File: src/rtl/tick_timer_pkg.sv
package tick_timer_pkg;

    typedef enum logic [1:0] {
        ST_STOP    = 2'd0,
        ST_RUN     = 2'd1,
        ST_EXPIRED = 2'd2
    } tmr_state_e;

    localparam logic [1:0] A_ENTRY = 2'd0;
    localparam logic [1:0] A_INIT  = 2'd1;
    localparam logic [1:0] A_CUR   = 2'd2;
    localparam logic [1:0] A_DIV   = 2'd3;

    localparam int VEC_W    = 8;
    localparam int MASK_BIT = 16;
    localparam int PER_BIT  = 17;
    localparam int SHIFT_W  = 3;
    localparam int DIVCFG_W = 4;

    // Divide code {cfg[3], cfg[1:0]}; the shift is code+1, wrapping within 3 bits.
    function automatic logic [SHIFT_W-1:0] div_shift(input logic [DIVCFG_W-1:0] cfg);
        logic [SHIFT_W-1:0] code;
        code = {cfg[3], cfg[1:0]};
        return code + 3'd1;
    endfunction

endpackage

File: src/rtl/tick_prescaler.sv
module tick_prescaler
    import tick_timer_pkg::*;
#(
    parameter int PRE_W = (1 << SHIFT_W) - 1
) (
    input  logic               clk,
    input  logic               rst_n,
    input  logic               restart,
    input  logic [SHIFT_W-1:0] shift,
    output logic               tick
);

    logic [PRE_W-1:0] pre_q;
    logic [PRE_W-1:0] low_mask;

    // Bits below the shift must all be one for a tick.
    always_comb begin
        for (int i = 0; i < PRE_W; i++) begin
            low_mask[i] = (i < int'(shift));
        end
    end

    assign tick = &(pre_q | ~low_mask);

    always_ff @(posedge clk) begin
        if (!rst_n || restart) begin
            pre_q <= '0;
        end else begin
            pre_q <= pre_q + 1'b1;
        end
    end

    // A restart clears the prescaler, so the next cycle can tick only at a shift of zero.
    assert_restart_phase_R3: assert property (@(posedge clk) disable iff (!rst_n)
        (restart && $stable(shift)) |=> (tick == (shift == '0)));

endmodule

File: src/rtl/tick_regs.sv
module tick_regs
    import tick_timer_pkg::*;
#(
    parameter int DATA_W = 32,
    parameter int CNT_W  = 32
) (
    input  logic                clk,
    input  logic                rst_n,
    input  logic                wr,
    input  logic [1:0]          addr,
    input  logic [DATA_W-1:0]   wdata,
    input  logic [CNT_W-1:0]    cur_count,
    output logic [DATA_W-1:0]   rdata,
    output logic [VEC_W-1:0]    vector,
    output logic                masked,
    output logic                periodic,
    output logic [SHIFT_W-1:0]  shift,
    output logic [CNT_W-1:0]    init_val,
    output logic                load
);

    localparam logic [DIVCFG_W-1:0] DIV_KEEP = 4'hB;

    logic [DIVCFG_W-1:0] div_q;
    logic [VEC_W-1:0]    vec_q;
    logic                mask_q;
    logic                per_q;
    logic [CNT_W-1:0]    init_q;

    always_ff @(posedge clk) begin
        if (!rst_n) begin
            div_q  <= '0;
            vec_q  <= '0;
            mask_q <= 1'b1;
            per_q  <= 1'b0;
            init_q <= '0;
        end else if (wr) begin
            unique case (addr)
                A_ENTRY: begin
                    vec_q  <= wdata[VEC_W-1:0];
                    mask_q <= wdata[MASK_BIT];
                    per_q  <= wdata[PER_BIT];
                end
                A_INIT:  init_q <= wdata[CNT_W-1:0];
                A_DIV:   div_q  <= wdata[DIVCFG_W-1:0] & DIV_KEEP;
                default: ;
            endcase
        end
    end

    always_comb begin
        rdata = '0;
        unique case (addr)
            A_ENTRY: begin
                rdata[VEC_W-1:0] = vec_q;
                rdata[MASK_BIT]  = mask_q;
                rdata[PER_BIT]   = per_q;
            end
            A_INIT:  rdata[CNT_W-1:0]    = init_q;
            A_CUR:   rdata[CNT_W-1:0]    = cur_count;
            A_DIV:   rdata[DIVCFG_W-1:0] = div_q;
            default: rdata = '0;
        endcase
    end

    assign vector   = vec_q;
    assign masked   = mask_q;
    assign periodic = per_q;
    assign shift    = div_shift(div_q);
    assign load     = wr && (addr == A_INIT);
    assign init_val = wdata[CNT_W-1:0];

    assert_div_bits_R1: assert property (@(posedge clk) disable iff (!rst_n)
        (wr && addr == A_DIV) |=> (div_q[2] == 1'b0));

endmodule

File: src/rtl/tick_count_fsm.sv
module tick_count_fsm
    import tick_timer_pkg::*;
#(
    parameter int CNT_W = 32
) (
    input  logic               clk,
    input  logic               rst_n,
    input  logic               load,
    input  logic [CNT_W-1:0]   init_val,
    input  logic               tick,
    input  logic               periodic,
    input  logic               masked,
    input  logic [VEC_W-1:0]   vector,
    output logic [CNT_W-1:0]   count,
    output logic               irq_valid,
    output logic [VEC_W-1:0]   irq_vector
);

    localparam logic [CNT_W-1:0] ONE = CNT_W'(1);

    tmr_state_e       state_q, state_d;
    logic [CNT_W-1:0] count_q, count_d;
    logic [CNT_W-1:0] reload_q;
    logic             hit;
    logic             irq_q;
    logic [VEC_W-1:0] vec_out_q;

    assign hit = (state_q == ST_RUN) && tick && !load && (count_q == ONE);

    // Next state and next count
    always_comb begin
        state_d = state_q;
        count_d = count_q;
        if (load) begin
            count_d = init_val;
            state_d = (init_val == '0) ? ST_STOP : ST_RUN;
        end else begin
            unique case (state_q)
                ST_STOP: begin
                    count_d = '0;
                end
                ST_RUN: begin
                    if (tick) begin
                        if (count_q == '0) begin
                            if (periodic) begin
                                count_d = reload_q;
                            end else begin
                                state_d = ST_EXPIRED;
                            end
                        end else begin
                            count_d = count_q - ONE;
                            if (count_q == ONE && !periodic) begin
                                state_d = ST_EXPIRED;
                            end
                        end
                    end
                end
                ST_EXPIRED: begin
                    count_d = '0;
                end
                default: begin
                    state_d = ST_STOP;
                    count_d = '0;
                end
            endcase
        end
    end

    // State register
    always_ff @(posedge clk) begin
        if (!rst_n) begin
            state_q  <= ST_STOP;
            count_q  <= '0;
            reload_q <= '0;
        end else begin
            state_q <= state_d;
            count_q <= count_d;
            if (load) begin
                reload_q <= init_val;
            end
        end
    end

    // Output register
    always_ff @(posedge clk) begin
        if (!rst_n) begin
            irq_q     <= 1'b0;
            vec_out_q <= '0;
        end else begin
            irq_q <= hit && !masked;
            if (hit) begin
                vec_out_q <= vector;
            end
        end
    end

    assign count      = count_q;
    assign irq_valid  = irq_q;
    assign irq_vector = vec_out_q;

    assert_irq_single_R6: assert property (@(posedge clk) disable iff (!rst_n)
        irq_valid |=> !irq_valid);

    assert_irq_at_zero_R4: assert property (@(posedge clk) disable iff (!rst_n)
        irq_valid |-> (count == '0));

    assert_hold_between_ticks_R3: assert property (@(posedge clk) disable iff (!rst_n)
        (!tick && !load) |=> $stable(count));

    assert_stop_quiet_R8: assert property (@(posedge clk) disable iff (!rst_n)
        (state_q == ST_STOP && !load) |=> !irq_valid);

    assert_masked_quiet_R7: assert property (@(posedge clk) disable iff (!rst_n)
        (masked && $stable(masked)) |=> !irq_valid);

endmodule

File: src/rtl/tick_timer.sv
module tick_timer
    import tick_timer_pkg::*;
#(
    parameter int DATA_W = 32,
    parameter int CNT_W  = 32
) (
    input  logic              clk,
    input  logic              rst_n,
    input  logic              reg_wr,
    input  logic [1:0]        reg_addr,
    input  logic [DATA_W-1:0] reg_wdata,
    output logic [DATA_W-1:0] reg_rdata,
    output logic              irq_valid,
    output logic [7:0]        irq_vector
);

    logic [CNT_W-1:0]   count;
    logic [VEC_W-1:0]   vector;
    logic               masked;
    logic               periodic;
    logic [SHIFT_W-1:0] shift;
    logic [CNT_W-1:0]   init_val;
    logic               load;
    logic               tick;

    tick_regs #(.DATA_W(DATA_W), .CNT_W(CNT_W)) u_regs (
        .clk       (clk),
        .rst_n     (rst_n),
        .wr        (reg_wr),
        .addr      (reg_addr),
        .wdata     (reg_wdata),
        .cur_count (count),
        .rdata     (reg_rdata),
        .vector    (vector),
        .masked    (masked),
        .periodic  (periodic),
        .shift     (shift),
        .init_val  (init_val),
        .load      (load)
    );

    tick_prescaler u_pre (
        .clk     (clk),
        .rst_n   (rst_n),
        .restart (load),
        .shift   (shift),
        .tick    (tick)
    );

    tick_count_fsm #(.CNT_W(CNT_W)) u_fsm (
        .clk        (clk),
        .rst_n      (rst_n),
        .load       (load),
        .init_val   (init_val),
        .tick       (tick),
        .periodic   (periodic),
        .masked     (masked),
        .vector     (vector),
        .count      (count),
        .irq_valid  (irq_valid),
        .irq_vector (irq_vector)
    );

    assert_cur_readonly_R9: assert property (@(posedge clk) disable iff (!rst_n)
        (reg_wr && reg_addr == A_CUR && !tick) |=> $stable(count));

endmodule

File: config.mk
export PLATFORM = sky130hd
export DESIGN_NAME = tick_timer
export DESIGN_NICKNAME = d
export VERILOG_FILES = /design/src/rtl/tick_timer_pkg.sv /design/src/rtl/tick_prescaler.sv /design/src/rtl/tick_regs.sv /design/src/rtl/tick_count_fsm.sv /design/src/rtl/tick_timer.sv
export SDC_FILE = /design/constraint.sdc
export NUM_CORES = 1
export LEC_CHECK = 0
export CORE_MARGIN = 10
export CORE_UTILIZATION = 52
export DETAILED_ROUTE_END_ITERATION = 12
export HOLD_SLACK_MARGIN = 0.12
export PLACE_DENSITY = 0.76
export SLEW_MARGIN = 25
export SYNTH_ARGS = -nofsm -noshare
export SYNTH_HDL_FRONTEND = slang
export SYNTH_HIERARCHICAL = 1
export SYNTH_SLANG_ARGS = --single-unit
File: constraint.sdc
create_clock -name clk -period 2.75 [get_ports clk]
set_clock_uncertainty 0.05 [all_clocks]
set_input_delay 0.275 -clock clk [delete_from_list [all_inputs] [get_ports clk]]
set_output_delay 0.275 -clock clk [all_outputs]
set_load 0.05 [all_outputs]
==> metrics.yaml <==
sta:
  fmax_mhz: 378.5
  tightest_slew_ns: 0.9342
  final.setup.tns_ns: 0
  finalSetupViolCount: 0
  period_needed_ns: 2.642
  period_share: 0.9607
  slew_headroom: 0.3772
  hold_viol: 0
  slew_violations: 0
placement:
  io_buffers: 77
  hpwlAfterDp_mm: 16.85
  routabilityCongestion: 1.019
  placed_cell_area_um2: 8665
min_path:
  hp-class: "primary input to flip-flop"
  hold_start: "rst_n"
  hold_depth: 2
  hold_end: "u_fsm/count[11]$_SDFFE_PN0P_"
global_route:
  grt_max_degree: 97
  grt_pass1_vias: 6896
  grt_overflow_total: 0
  track_usage: 0.2386
  antenna_found_initial: 0
  grt_pass1_wl_mm: 37.65
cts:
  cts_tree: "yes"
  clk_latency_ns: 0.43
  htree_levels: 4
  cts_root_buf: "clkbuf_16"
  clk_pin_slew_ns: 0.06
  cts.path.max_buffers: 2
  numCtsBuffers: 17
  cts_sinks: 127
  postCtsHoldBufs: 0
power:
  ir_worst_vdd_v: 0.0004765
  switching_share: 0.3193
  power_density_nw_per_um2: 625.5
  leakage_uw: 0.003481
  power_frac_seq: 0.338
  power_uw: 5820
  p_clk_frac: 0.398
  comb_power_share: 0.263
  internal_power_uw: 3962
  p_switching_uw: 1859
route:
  vias_per_cell: 6.378
  wirelength_mm: 24.13
  dr.pass1.iters: 6
  drtIter0Drc: 946
  drc: 0
  vias: 7226
  ant_nets: 0
  wire_per_inst_um: 21.30
logic_synthesis:
  netlist_area_um2: 7340
  synth_fp_nets: 919
  netlist_instances: 873
  yosysWarningCount: 6
  yosys.area.top_type: "dfxtp_1"
  async_flop_share: 0
  syn_avg_cell_area_um2: 8.407
  synth_cell_types: 70
  ys_seq_area_frac: 0.3464
  synth_edf_count: 0
  ys.flop_type: "dfxtp_1"
  synth_top_area_share: 0.3464
  ys_seq_elements: 127
  synthTopCellsByArea: "dfxtp_1, a21bo_2, nand3_1, a21oi_1, mux2i_1"
floorplanning:
  die-height_um: 138.8
  start_util: 0.5288
  die_x_um: 138.8
  pin_count: 78
  rows: 43
  die_area_um2: 19270
  core_area_um2: 13880
setup_path:
  endpoint_kind: "flip-flop"
  critPathKind: "flip-flop to flip-flop"
  cp.buffers_inverters: 2
  r2r_slack_ns: 0.11
  start_kind: "flip-flop"
  startpoint: "u_regs/div_q[1]$_SDFFE_PN0P_"
  crit_chain: "ha_1, inv_1, a21oi_1, a211o_1, a222oi_1, buf_4, nor2_1, a31oi_4, o21ai_0, a311o_1"
  r2r-end: "u_fsm/count[4]$_SDFFE_PN0P_"
  rr_worst_depth: 10
  reg2reg_from: "u_regs/div_q[1]$_SDFFE_PN0P_"
  cp_top_family: "compound AO/OA/AOI/OAI gates"
  crit_required_ns: 3.02
  cp_data_arrival_time_ns: 2.91
  cpPeakStageDelay_ns: 0.36
  cp_max_fo: 7
  critPathSlowestCell: "a311o_1"
status:
  status: "finished, final reports clean"
final_layout:
  nets: 986
  drive_above_1_share: 0.2151
  syn_to_final_growth_pct: 26.78
  fin_util: 0.6704
  antenna_cells: 0
  final_area_um2: 9305
flow_run:
  cap_violations: 0
## registers in the layout (all words and copies together), names as in the netlist
| name | flops |
|---|---|
| u_regs/init_q | 32 |
| u_fsm/state_q | 2 |
| u_regs/periodic | 1 |
| u_fsm/irq_valid | 1 |
| u_regs/masked | 1 |
| u_fsm/reload_q | 32 |
| u_regs/vector | 8 |
| u_pre/pre_q | 7 |
| u_fsm/count | 32 |
| u_regs/div_q | 3 |
| u_fsm/irq_vector | 8 |
## how the worst max path moves through the flow
stage	end	cells after the start	slack [ns]
floorplan	u_fsm/count[10]$_SDFFE_PN0P_	15	-0.02
finish	u_fsm/count[4]$_SDFFE_PN0P_	10	0.11
CTS	u_fsm/count[21]$_SDFFE_PN0P_	10	0.04
detailed placement	u_fsm/count[19]$_SDFFE_PN0P_	11	-0.02
global placement	u_fsm/count[4]$_SDFFE_PN0P_	10	0.06
global route	u_fsm/count[25]$_SDFFE_PN0P_	11	-0.005
## layout make-up
cell class	count	area, um2
Sequential cell	127	2542
Fill cell	1120	4576
Clock inverter	14	167.7
Timing Repair Buffer	146	1665
Tap cell	180	225.2
Multi-Input combinational cell	633	4209
Inverter	15	56.30
Clock buffer	18	439.2
## cell usage after synthesis, drive strengths merged, types with 5 or more instances
cell and number:
a211o 5, a21bo 44, a21boi 25, a21oi 62, a222oi 10, a22oi 24
a311o 6, a31oi 6, and3 10, buf 64, clkbuf 34, dfxtp 127
ha 9, inv 15, mux2i 28, nand2 61, nand2b 22, nand3 64
nand4 16, nor2 41, nor2b 44, nor3 19, nor4 16, o211ai 8
o21ai 33, or3 9, or4 5
## through the flow
stage | hold WS (ns) | worst slack (ns) | std cells
2_1_floorplan | 0.3603 | -0.01554 | 873
3_3_place_gp | 0.4151 | 0.06146 | 1099
3_5_place_dp | 0.4196 | -0.01535 | 1099
4_1_cts | 0.2739 | 0.04152 | 1131
5_1_grt | 0.3058 | -0.005276 | 1133
6_report | 0.2969 | 0.1081 | 1133
## power groups by stage
| stage | clock network [uW] | logic (uW) | registers, uW |
|---|---|---|---|
| 2_1_floorplan | 0 | 914 | 1990 |
| 3_3_place_gp | 0 | 1460 | 2000 |
| 3_5_place_dp | 0 | 1460 | 2010 |
| 4_1_cts | 2330 | 1470 | 1970 |
| 5_1_grt | 2410 | 1620 | 1980 |
| 6_report | 2320 | 1530 | 1970 |
## cell usage in the layout, fill, tap and decap left out, types with 10 or more instances in the layout
| cell type | instances |
|---|---|
| dfxtp_1 | 127 |
| nand3_1 | 64 |
| buf_4 | 63 |
| a21oi_1 | 62 |
| nand2_1 | 61 |
| nor2b_1 | 44 |
| a21bo_2 | 44 |
| clkdlybuf4s50_1 | 43 |
| nor2_1 | 38 |
| buf_12 | 37 |
| mux2i_1 | 28 |
| o21ai_0 | 27 |
| a21boi_0 | 24 |
| a22oi_1 | 23 |
| nand2b_1 | 22 |
| clkbuf_16 | 17 |
| nor3_1 | 16 |
| nand4_1 | 16 |
| nor4_1 | 14 |
| inv_1 | 13 |
| and3_1 | 10 |
| a222oi_1 | 10 |
## repair_timing
item,CTS,global route
gates resized for setup,1,4
endpoints found under the setup margin,2,14
setup buffers,0,2
pin swaps,0,1
## kinds of logic after synthesis
group,after synthesis,share of synthesized area
compound gates,263,0.2620
flops,127,0.3464
simple gates,324,0.2424
mux,29,0.04023
buf+inv,113,0.08404
xor+xnor,8,0.009546
fa+ha+maj,9,0.01534
## metal layers
layer,routed length (um),vias to the layer above,track usage
met2,11390,416,0.3922
met5,0,-,0
met4,994,0,0.1098
li1,-,3305,-
met1,9585,3415,0.2843
met3,2165,90,0.06267
Note: power is estimated with default switching activity, not from simulation.
